$ cat config.mk
export PLATFORM = sky130hd
export DESIGN_NAME = i2c_wr_master
export DESIGN_NICKNAME = d
export VERILOG_FILES = /design/src/rtl/i2c_wr_pkg.sv /design/src/rtl/i2c_wr_regs.sv /design/src/rtl/i2c_wr_timer.sv /design/src/rtl/i2c_wr_engine.sv /design/src/rtl/i2c_wr_master.sv
export SDC_FILE = /design/constraint.sdc
export NUM_CORES = 1
export LEC_CHECK = 0
export CORE_MARGIN = 2
export CORE_UTILIZATION = 55
export DETAILED_ROUTE_END_ITERATION = 6
export PLACE_DENSITY = 0.83
export SYNTH_ARGS = -nofsm -noshare
export SYNTH_HDL_FRONTEND = slang
export SYNTH_SLANG_ARGS = --single-unit
$ cat constraint.sdc
create_clock -name clk -period 7.24 [get_ports clk]
set_clock_uncertainty 0.05 [all_clocks]
set_input_delay 1.448 -clock clk [delete_from_list [all_inputs] [get_ports clk]]
set_output_delay 1.448 -clock clk [all_outputs]
set_load 0.1 [all_outputs]
$ cat src/rtl/i2c_wr_pkg.sv
package i2c_wr_pkg;
  localparam logic [1:0] REG_MODE = 2'd0;
  localparam logic [1:0] REG_CLK  = 2'd1;
  localparam logic [1:0] REG_IEN  = 2'd2;
  localparam logic [1:0] REG_HOLD = 2'd3;

  localparam int MODE_ON_BIT   = 8;
  localparam int MODE_SOFF_BIT = 9;

  typedef enum logic [3:0] {
    S_IDLE,
    S_START,
    S_BLO,
    S_BHI,
    S_ALO,
    S_AHI,
    S_PLO,
    S_PHI,
    S_PEND
  } wr_state_e;
endpackage

$ cat src/rtl/i2c_wr_regs.sv
module i2c_wr_regs
  import i2c_wr_pkg::*;
#(
  parameter int DATA_W = 16,
  parameter int DIV_W  = 4,
  parameter int PRE_W  = 2,
  parameter int ADDR_W = 7
) (
  input  logic              clk,
  input  logic              rst,
  input  logic              wr_en,
  input  logic [1:0]        wr_addr,
  input  logic [DATA_W-1:0] wr_data,
  input  logic              go,
  input  logic              take,
  input  logic              drop,
  input  logic              done,
  input  logic              nack_hit,
  output logic [ADDR_W-1:0] tgt_addr,
  output logic              run_ok,
  output logic [DIV_W-1:0]  div_lo,
  output logic [DIV_W-1:0]  div_hi,
  output logic [PRE_W-1:0]  pre,
  output logic              hold_full,
  output logic [7:0]        hold_q,
  output logic              ready,
  output logic              complete,
  output logic              nack,
  output logic              irq
);
  localparam int HI_LSB  = DIV_W;
  localparam int PRE_LSB = 2 * DIV_W;

  logic       m_on, s_off;
  logic [2:0] ien;
  logic       hold_wr;

  assign run_ok  = m_on & s_off;
  assign hold_wr = wr_en && (wr_addr == REG_HOLD) && run_ok;
  assign ready   = ~hold_full;

  always_ff @(posedge clk) begin
    if (rst) begin
      tgt_addr <= '0;
      m_on     <= 1'b0;
      s_off    <= 1'b0;
      div_lo   <= '0;
      div_hi   <= '0;
      pre      <= '0;
      ien      <= '0;
    end else if (wr_en) begin
      case (wr_addr)
        REG_MODE: begin
          tgt_addr <= wr_data[ADDR_W-1:0];
          m_on     <= wr_data[MODE_ON_BIT];
          s_off    <= wr_data[MODE_SOFF_BIT];
        end
        REG_CLK: begin
          div_lo <= wr_data[DIV_W-1:0];
          div_hi <= wr_data[HI_LSB +: DIV_W];
          pre    <= wr_data[PRE_LSB +: PRE_W];
        end
        REG_IEN: ien <= wr_data[2:0];
        default: ;
      endcase
    end
  end

  always_ff @(posedge clk) begin
    if (rst) begin
      hold_q    <= '0;
      hold_full <= 1'b0;
      complete  <= 1'b0;
      nack      <= 1'b0;
      irq       <= 1'b0;
    end else begin
      if (hold_wr) begin
        hold_q    <= wr_data[7:0];
        hold_full <= 1'b1;
      end else if (take || drop) begin
        hold_full <= 1'b0;
      end
      if (go) complete <= 1'b0;
      else if (done) complete <= 1'b1;
      if (go) nack <= 1'b0;
      else if (nack_hit) nack <= 1'b1;
      irq <= |(ien & {complete, ready, nack});
    end
  end
endmodule

$ cat src/rtl/i2c_wr_timer.sv
module i2c_wr_timer #(
  parameter int DIV_W = 4,
  parameter int PRE_W = 2
) (
  input  logic             clk,
  input  logic             rst,
  input  logic             load,
  input  logic             sel_hi,
  input  logic [DIV_W-1:0] div_lo,
  input  logic [DIV_W-1:0] div_hi,
  input  logic [PRE_W-1:0] pre,
  output logic             expire
);
  localparam int CNT_W = DIV_W + (1 << PRE_W);

  logic [CNT_W-1:0] len, cnt;

  always_comb begin
    len = (CNT_W'(sel_hi ? div_hi : div_lo) + CNT_W'(2)) << pre;
  end

  always_ff @(posedge clk) begin
    if (rst) cnt <= '0;
    else if (load) cnt <= len - CNT_W'(1);
    else if (cnt != '0) cnt <= cnt - CNT_W'(1);
  end

  assign expire = (cnt == '0);
endmodule

$ cat src/rtl/i2c_wr_engine.sv
module i2c_wr_engine
  import i2c_wr_pkg::*;
#(
  parameter int ADDR_W = 7
) (
  input  logic              clk,
  input  logic              rst,
  input  logic              run_ok,
  input  logic              hold_full,
  input  logic [7:0]        hold_q,
  input  logic [ADDR_W-1:0] tgt_addr,
  input  logic              expire,
  input  logic              sda_s,
  output logic              go,
  output logic              tmr_load,
  output logic              tmr_hi,
  output logic              take,
  output logic              drop,
  output logic              done,
  output logic              nack_hit,
  output logic              scl_oe,
  output logic              sda_oe
);
  wr_state_e  st, nxt;
  logic [7:0] shreg;
  logic [2:0] bit_idx;
  logic       lag_v, lag_val, bit_nx;

  always_comb begin
    nxt      = st;
    take     = 1'b0;
    drop     = 1'b0;
    done     = 1'b0;
    nack_hit = 1'b0;
    bit_nx   = 1'b1;
    go       = (st == S_IDLE) && hold_full && run_ok;
    case (st)
      S_IDLE:  if (go) nxt = S_START;
      S_START: if (expire) begin nxt = S_BLO; bit_nx = shreg[7]; end
      S_BLO:   if (expire) nxt = S_BHI;
      S_BHI: if (expire) begin
        if (bit_idx == 3'd0) nxt = S_ALO;
        else begin nxt = S_BLO; bit_nx = shreg[6]; end
      end
      S_ALO:   if (expire) nxt = S_AHI;
      S_AHI: if (expire) begin
        if (sda_s) begin
          nack_hit = 1'b1;
          drop     = hold_full;
          nxt      = S_PLO;
        end else if (hold_full) begin
          take   = 1'b1;
          nxt    = S_BLO;
          bit_nx = hold_q[7];
        end else begin
          nxt = S_PLO;
        end
      end
      S_PLO:   if (expire) nxt = S_PHI;
      S_PHI:   if (expire) nxt = S_PEND;
      S_PEND:  if (expire) begin nxt = S_IDLE; done = 1'b1; end
      default: nxt = S_IDLE;
    endcase
    tmr_load = go || ((st != S_IDLE) && expire);
    tmr_hi   = (nxt == S_START) || (nxt == S_BHI) || (nxt == S_AHI) ||
               (nxt == S_PHI) || (nxt == S_PEND);
  end

  always_ff @(posedge clk) begin
    if (rst) begin
      st      <= S_IDLE;
      shreg   <= '0;
      bit_idx <= '0;
      lag_v   <= 1'b0;
      lag_val <= 1'b0;
      scl_oe  <= 1'b0;
      sda_oe  <= 1'b0;
    end else begin
      st <= nxt;
      if (lag_v) begin
        sda_oe <= lag_val;
        lag_v  <= 1'b0;
      end
      if (go) begin
        shreg   <= {tgt_addr, 1'b0};
        bit_idx <= 3'd7;
        sda_oe  <= 1'b1;
      end else if (tmr_load) begin
        case (nxt)
          S_BLO: begin
            scl_oe  <= 1'b1;
            lag_v   <= 1'b1;
            lag_val <= ~bit_nx;
            if (st == S_BHI) begin
              shreg   <= {shreg[6:0], 1'b0};
              bit_idx <= bit_idx - 3'd1;
            end else if (st == S_AHI) begin
              shreg   <= hold_q;
              bit_idx <= 3'd7;
            end
          end
          S_ALO, S_PLO: begin
            scl_oe  <= 1'b1;
            lag_v   <= 1'b1;
            lag_val <= (nxt == S_PLO);
          end
          S_PEND: begin
            scl_oe <= 1'b0;
            sda_oe <= 1'b0;
          end
          default: scl_oe <= 1'b0;
        endcase
      end
    end
  end
endmodule

$ cat src/rtl/i2c_wr_master.sv
module i2c_wr_master
  import i2c_wr_pkg::*;
#(
  parameter int DATA_W = 16,
  parameter int DIV_W  = 4,
  parameter int PRE_W  = 2,
  parameter int ADDR_W = 7
) (
  input  logic              clk,
  input  logic              rst,
  input  logic              wr_en,
  input  logic [1:0]        wr_addr,
  input  logic [DATA_W-1:0] wr_data,
  input  logic              sda_in,
  output logic              scl_oe,
  output logic              sda_oe,
  output logic              ready,
  output logic              complete,
  output logic              nack,
  output logic              irq
);
  logic [ADDR_W-1:0] tgt_addr;
  logic [DIV_W-1:0]  div_lo, div_hi;
  logic [PRE_W-1:0]  pre;
  logic [7:0]        hold_q;
  logic              run_ok, hold_full;
  logic              go, take, drop, done, nack_hit;
  logic              tmr_load, tmr_hi, expire;
  logic [1:0]        sda_sync;

  always_ff @(posedge clk) begin
    if (rst) sda_sync <= 2'b11;
    else sda_sync <= {sda_sync[0], sda_in};
  end

  i2c_wr_regs #(
    .DATA_W(DATA_W), .DIV_W(DIV_W), .PRE_W(PRE_W), .ADDR_W(ADDR_W)
  ) u_regs (
    .clk(clk), .rst(rst), .wr_en(wr_en), .wr_addr(wr_addr), .wr_data(wr_data),
    .go(go), .take(take), .drop(drop), .done(done), .nack_hit(nack_hit),
    .tgt_addr(tgt_addr), .run_ok(run_ok), .div_lo(div_lo), .div_hi(div_hi),
    .pre(pre), .hold_full(hold_full), .hold_q(hold_q), .ready(ready),
    .complete(complete), .nack(nack), .irq(irq)
  );

  i2c_wr_timer #(
    .DIV_W(DIV_W), .PRE_W(PRE_W)
  ) u_timer (
    .clk(clk), .rst(rst), .load(tmr_load), .sel_hi(tmr_hi),
    .div_lo(div_lo), .div_hi(div_hi), .pre(pre), .expire(expire)
  );

  i2c_wr_engine #(
    .ADDR_W(ADDR_W)
  ) u_engine (
    .clk(clk), .rst(rst), .run_ok(run_ok), .hold_full(hold_full),
    .hold_q(hold_q), .tgt_addr(tgt_addr), .expire(expire), .sda_s(sda_sync[1]),
    .go(go), .tmr_load(tmr_load), .tmr_hi(tmr_hi), .take(take), .drop(drop),
    .done(done), .nack_hit(nack_hit), .scl_oe(scl_oe), .sda_oe(sda_oe)
  );
endmodule

# Word-level counts from Yosys, hierarchy flattened
# Index checks and enable logic that the tools add are counted.
# word_totals
output_inout_bits	6
regBits	63
elab_cells	141
# op_classes
n_reduce_logical	36
eq_ne	19
bitwise_logic	6
shifts	1
mux	53
add_sub_neg	4
# op_table
op	n
$mux W8	7
$mux W4	11
$pmux W4 S9	1
$eq A4 B3 Y1 const B	8
$mux W1	25
$mux W3	7
$eq A4 B2 Y1 const B	4
$sub A8 B1 Y8 const B	2
$reduce_bool A2 Y1	6
$reduce_and A3 Y1	3
$reduce_or A3 Y1	3
$add A8 B2 Y8 const B	1
$eq A4 B1 Y1 const B	2
$eq A4 B4 Y1 const B	2
$logic_not A8 Y1	1
$reduce_and A2 Y1	4
$reduce_bool A8 Y1	1
$shl A8 B2 Y8	1
$logic_or A1 B1 Y1	6
$logic_and A1 B1 Y1	5
$eq A2 B2 Y1 const B	2
$logic_not A4 Y1	1
$not A1 Y1	4
$reduce_bool A4 Y1	1
other kinds (10)	11

# Depth between registers and ports, before layout
# depth
word_depth	15
ltp_mapped	12

# Cells and area by module
# From an unflattened synthesis, not the netlist that was laid out.
# unflattened
cells_unflattened	376
hier_area_um2	3379.5
# by_module_without_submodules
mod	instances	area_each_um2	seq_area_each_um2	cells_per_inst
i2c_wr_regs	1	1313.8	680.7	123
i2c_wr_engine	1	1257.5	380.4	154
i2c_wr_timer	1	755.7	160.2	95
i2c_wr_master	1	52.6	40.0	4

# Least setup slack after synthesis
# Ideal clock, no wire load.
# synth_path
kind	reg-to-reg
start	reg u_timer.cnt[3]
end	reg u_timer.cnt[6]
period_less_slack_ns	2.521
arrival_time_ns	2.398
slack_ns	4.719
setup_time_ns	0.073
path_stages_with_launch	10
n_path_buf	1
required_ns	7.117
path_cell_list	dfxtp_1 -> or4_4 -> o31ai_4 -> and4_1 -> buf_4 -> mux2i_1 -> o31a_2 -> nand3_2 -> o31a_1 -> nor3_2
# synth_between
elab_chain_len	13
# synth_lines
element	line	rtl
start, declared	i2c_wr_timer.sv:16	logic [CNT_W-1:0] len, cnt;
start signal, assigned	i2c_wr_timer.sv:24	else if (load) cnt <= len - CNT_W'(1);
start signal, assigned	i2c_wr_timer.sv:25	else if (cnt != '0) cnt <= cnt - CNT_W'(1);
$logic_not A8 Y1	i2c_wr_timer.sv:28	assign expire = (cnt == '0);
$mux W4, or another cell as far along	i2c_wr_engine.sv:61	S_PEND: if (expire) begin nxt = S_IDLE; done = 1'b1; end
$pmux W4 S9	i2c_wr_engine.sv:37	case (st)
$eq A4 B1 Y1 / $eq A4 B2 Y1 (equally long branches)	i2c_wr_engine.sv:65	tmr_hi = (nxt == S_START) || (nxt == S_BHI) || (nxt == S_AHI) ||
$logic_or A1 B1 Y1 (3 in series)	i2c_wr_engine.sv:65	
$logic_or A1 B1 Y1	i2c_wr_engine.sv:66	(nxt == S_PHI) || (nxt == S_PEND);
$mux W4	i2c_wr_timer.sv:19	len = (CNT_W'(sel_hi ? div_hi : div_lo) + CNT_W'(2)) << pre;
$add A8 B2 Y8	i2c_wr_timer.sv:19	
$shl A8 B2 Y8	i2c_wr_timer.sv:19	
$sub A8 B1 Y8	i2c_wr_timer.sv:24	
$mux W8	i2c_wr_timer.sv:24	
# Several ways; a longest one is shown, not always the timed one. The select of a mux whose other input is x is not followed.
# A chain may end at the register's enable or synchronous reset.

# Worst setup path in the final report
# layout_path
start	reg u_regs.hold_full
end	out ready
# layout_between
elab_chain_len	1
# layout_lines
element	line	rtl
start, declared	i2c_wr_regs.sv:24	output logic hold_full,
start signal, assigned	i2c_wr_regs.sv:72	hold_full <= 1'b0;
start signal, assigned	i2c_wr_regs.sv:79	hold_full <= 1'b1;
start signal, assigned	i2c_wr_regs.sv:81	hold_full <= 1'b0;
$not A1 Y1	i2c_wr_regs.sv:40	assign ready = ~hold_full;
end, declared	i2c_wr_master.sv:17	output logic ready,
# No other way between the ends.

==> reports/summary.md <==
The run finished with clean final reports. STA classifies the critical path startpoint as a flip-flop. The number of antenna diodes in the final layout is 0. The class of the tightest hold or removal check was flip-flop to flip-flop.

The initial antenna violation count is 0, and the effective utilization at floorplan is 56.4%. Gate family responsible for the most delay along the worst path: buffers and inverters. The synthesized design contains 63 register bits. The clock period minus worst slack works out to 3510 ps.

For this run, the register share of the synthesized area comes to 38.2%. The count of nets left with antenna violations once routing finished came out at 0. Among all stages on the critical path, the largest delay is contributed by clkdlybuf4s50_1.

In this design, the stage delay of the slowest critical-path cell is 1170 ps. The count of nets after finishing was 409. For the worst setup path, the data required time is 5740 ps.

The standby leakage power is 1.43 nW, and the final routed wirelength across all metal layers is 7170 µm. Setup repair after global routing left no endpoint under its margin. After detailed routing, the number of remaining DRC violations is 0.

The region available for standard cell placement spans 5850 µm². The number of nets handed over by synthesis was 402. Measured along the y axis, the die boundary spans 81.5 µm. For the post-route setup TNS, the log shows 0 ps.

The logs give 2477 for the number of global-route vias before repair and 0 for the number of warnings reported in the yosys synthesis log. The tightest slew margin relative to the limit is 33.9%, and the violation count after the first detailed-routing iteration is 219. The cell area after synthesis came out at 3300 µm². The worst slack after detailed placement was 3920 ps; the share of post-route cells with drive strength above 1 was 10.5%. The tool flagged a number of max-cap violations equal to 0. The pre-antenna-repair detailed-routing pass consisted of 4 iterations. The power density over the cells is 244 nW/µm². The clock insertion delay at the later pin of the skew report is 340 ps, and the maximum number of buffers from clock root to sink is 2.

After clock tree synthesis, the clock-pin slew on the worst setup and hold paths is 70 ps. The number of flops mapped to enable cells by yosys is 0, and the x dimension of the die is 81.5 µm. For the number of CTS-inserted buffers, the log shows 9. Input and output buffers added on the ports amount to 21.

The post-synthesis cell type count was 66. For the final count of hold timing violations, the log shows 0. The fmax was 285 MHz. The post-route clock period utilization is 48.4%. The critical path in this run is classified as flip-flop to output port.

TritonCTS built the clock tree. Clock tree synthesis selected as its root buffer the cell clkbuf_8. The total power was 0.910 mW. Pin placement for this block handled 28 I/O pins. Once the clock tree was built, the setup fixing pass inserted 0 buffers. After synthesis, the share of flip-flops with an asynchronous set or reset is 0%. The finished layout holds 464 standard cells, fillers aside. The ratio of routed vias to standard cells was 6.03.

Global routing consumed, over all layers together, 23.8% of the routing resources. Walking the worst path, the cells encountered are inv_1 -> clkdlybuf4s50_1. At the pin with the least slew margin, the transition time is 988 ps. The detail-routed net length per standard cell was 15.4 µm; the layout overhead on the synthesized area was 12.9%. The wire-length estimate of the detail-placed layout is 5050 µm. The average footprint of a synthesized cell is 8.76 µm².

The tools report the global-route wire length before repair as 12000 µm. Entering global routing, the biggest net connects 57 pins. The nature of the critical path endpoint is an output port. The placer congestion estimate is 0.845. The highest fanout seen on the critical path came out at 4.

Counting every instance in the synthesized netlist gives 377. Count of buffering cells on the critical path with inverters included: 2. In the synthesized netlist the dominant register cell turns out to be dfxtp_1. Highest ir drop seen on vdd: 0.000258 V. The routed layout has 2800 vias. The H-tree generated during clock tree synthesis spans 3 levels. After filler insertion, the fill cell instance count of the layout stands at 454. Count of cells resized by post-cts repair: 0. The tools report the data arrival time at the worst-slack endpoint as 2010 ps.

The run gives 448 as the cell count after placement. Row generation in the floorplan step produced 28 rows. The floorplan step defined a die boundary enclosing 6640 µm². Setup slack closes at 3730 ps. The library cells used most frequently in the layout, excluding fill and tap cells, are nor2_1 (63), dfxtp_1 (63), mux2i_1 (43). The logs give 0 for the setup violation total in the final timing report and 63 for the number of sinks driven by the clock tree. The flop-to-flop setup slack is 4100 ps, and the total global routing overflow is 0. In this run, post-CTS hold repair placed 0 buffers. Number of slew-limit violations in the final report: 0.
==> Yosys cell counts, drive strengths merged (3+ instances only) <==
cell,number,share of area [%]
nor2,64,7.4
dfxtp,63,38
mux2i,43,13
a21oi,21,3.2
clkbuf,19,2.2
nand2,18,2.0
o21ai,14,2.1
inv,8,0.91
buf,7,1.1
nor3,7,1.2
a221oi,6,1.6
nand3,6,1.1
a211oi,5,1.3
nor2b,5,0.95
o21a,5,1.1
and3,4,0.76
nand2b,4,0.76
nand4,4,0.95
nor3b,4,0.91
nor4,4,1.4
or4,4,1.3
a311oi,3,0.80
a31oi,3,0.57
and2,3,0.64
ha,3,1.1
nand3b,3,0.68
o211ai,3,0.68
o31a,3,0.83
or2,3,0.57
or3,3,0.57
==> cells by family (layout without fill, tap and decap cells) <==
group	Yosys count	count (layout)	share of synthesized area [%]
fa+ha+maj	3	3	1.14
flops	63	63	38.2
xor+xnor	4	4	1.06
mux	46	46	14.4
buf+inv	35	47	4.28
compound gates	81	81	17.2
simple gates	145	145	23.7
==> sequential cells by signal, indices dropped and copies added (netlist names), 2 cells and up <==
name / cells
u_regs.div_lo: 4
u_regs.pre: 2
u_regs.tgt_addr: 7
u_timer.cnt: 8
u_engine.st: 4
u_regs.ien: 3
u_regs.div_hi: 4
sda_sync: 2
u_regs.hold_q: 8
u_engine.bit_idx: 3
u_engine.shreg: 8
==> power breakdown <==
group,leakage [nW],internal (mW),switching [mW],total [mW]
combinational,0.814,0.0790,0.104,0.183
sequential,0.511,0.365,0.0194,0.385
clock,0.110,0.203,0.139,0.342
==> path summary, 6_finish.rpt <==
| kind | startpoint | endpoint | depth (start not counted) |
|---|---|---|---|
| min | sda_sync[0]$_SDFF_PP1_ | sda_sync[1]$_SDFF_PP1_ | 1 |
| min reg2reg | sda_sync[0]$_SDFF_PP1_ | sda_sync[1]$_SDFF_PP1_ | 1 |
| max | u_regs.hold_full$_SDFFE_PP0P_ | ready | 2 |
| max reg2reg | u_engine.st[0]$_SDFF_PP0_ | u_timer.cnt[6]$_SDFFE_PP0P_ | 10 |
==> stage by stage <==
step                      hold WS [ps]  util (%)  area [µm²]
final                              366      63.7        3730
after global placement             353      59.9        3510
after detailed placement           349      59.9        3510
after floorplan                    339         -        3300
after CTS                          370      63.7        3730
after global routing               395      63.7        3730
==> per-layer routing <==
metal	up-vias	GRT usage [%]	share of wire (%)
met2	59	37.7	48
met3	15	5.27	3.0
met4	0	9.32	2.0
li1	1392	-	-
met1	1334	31.6	47
met5	-	0	0
==> area by class of cell <==
| cell class | instances | area, µm² | area share (%) |
|---|---|---|---|
| Tap cell | 75 | 93.8 | 2.52 |
| Timing Repair Buffer | 22 | 213 | 5.70 |
| Clock buffer | 11 | 141 | 3.79 |
| Inverter | 9 | 33.8 | 0.906 |
| Clock inverter | 5 | 81.3 | 2.18 |
| Sequential cell | 63 | 1260 | 33.8 |
| Multi-Input combinational cell | 279 | 1900 | 51.1 |
No activity file was read; power rests on OpenSTA's default activity.
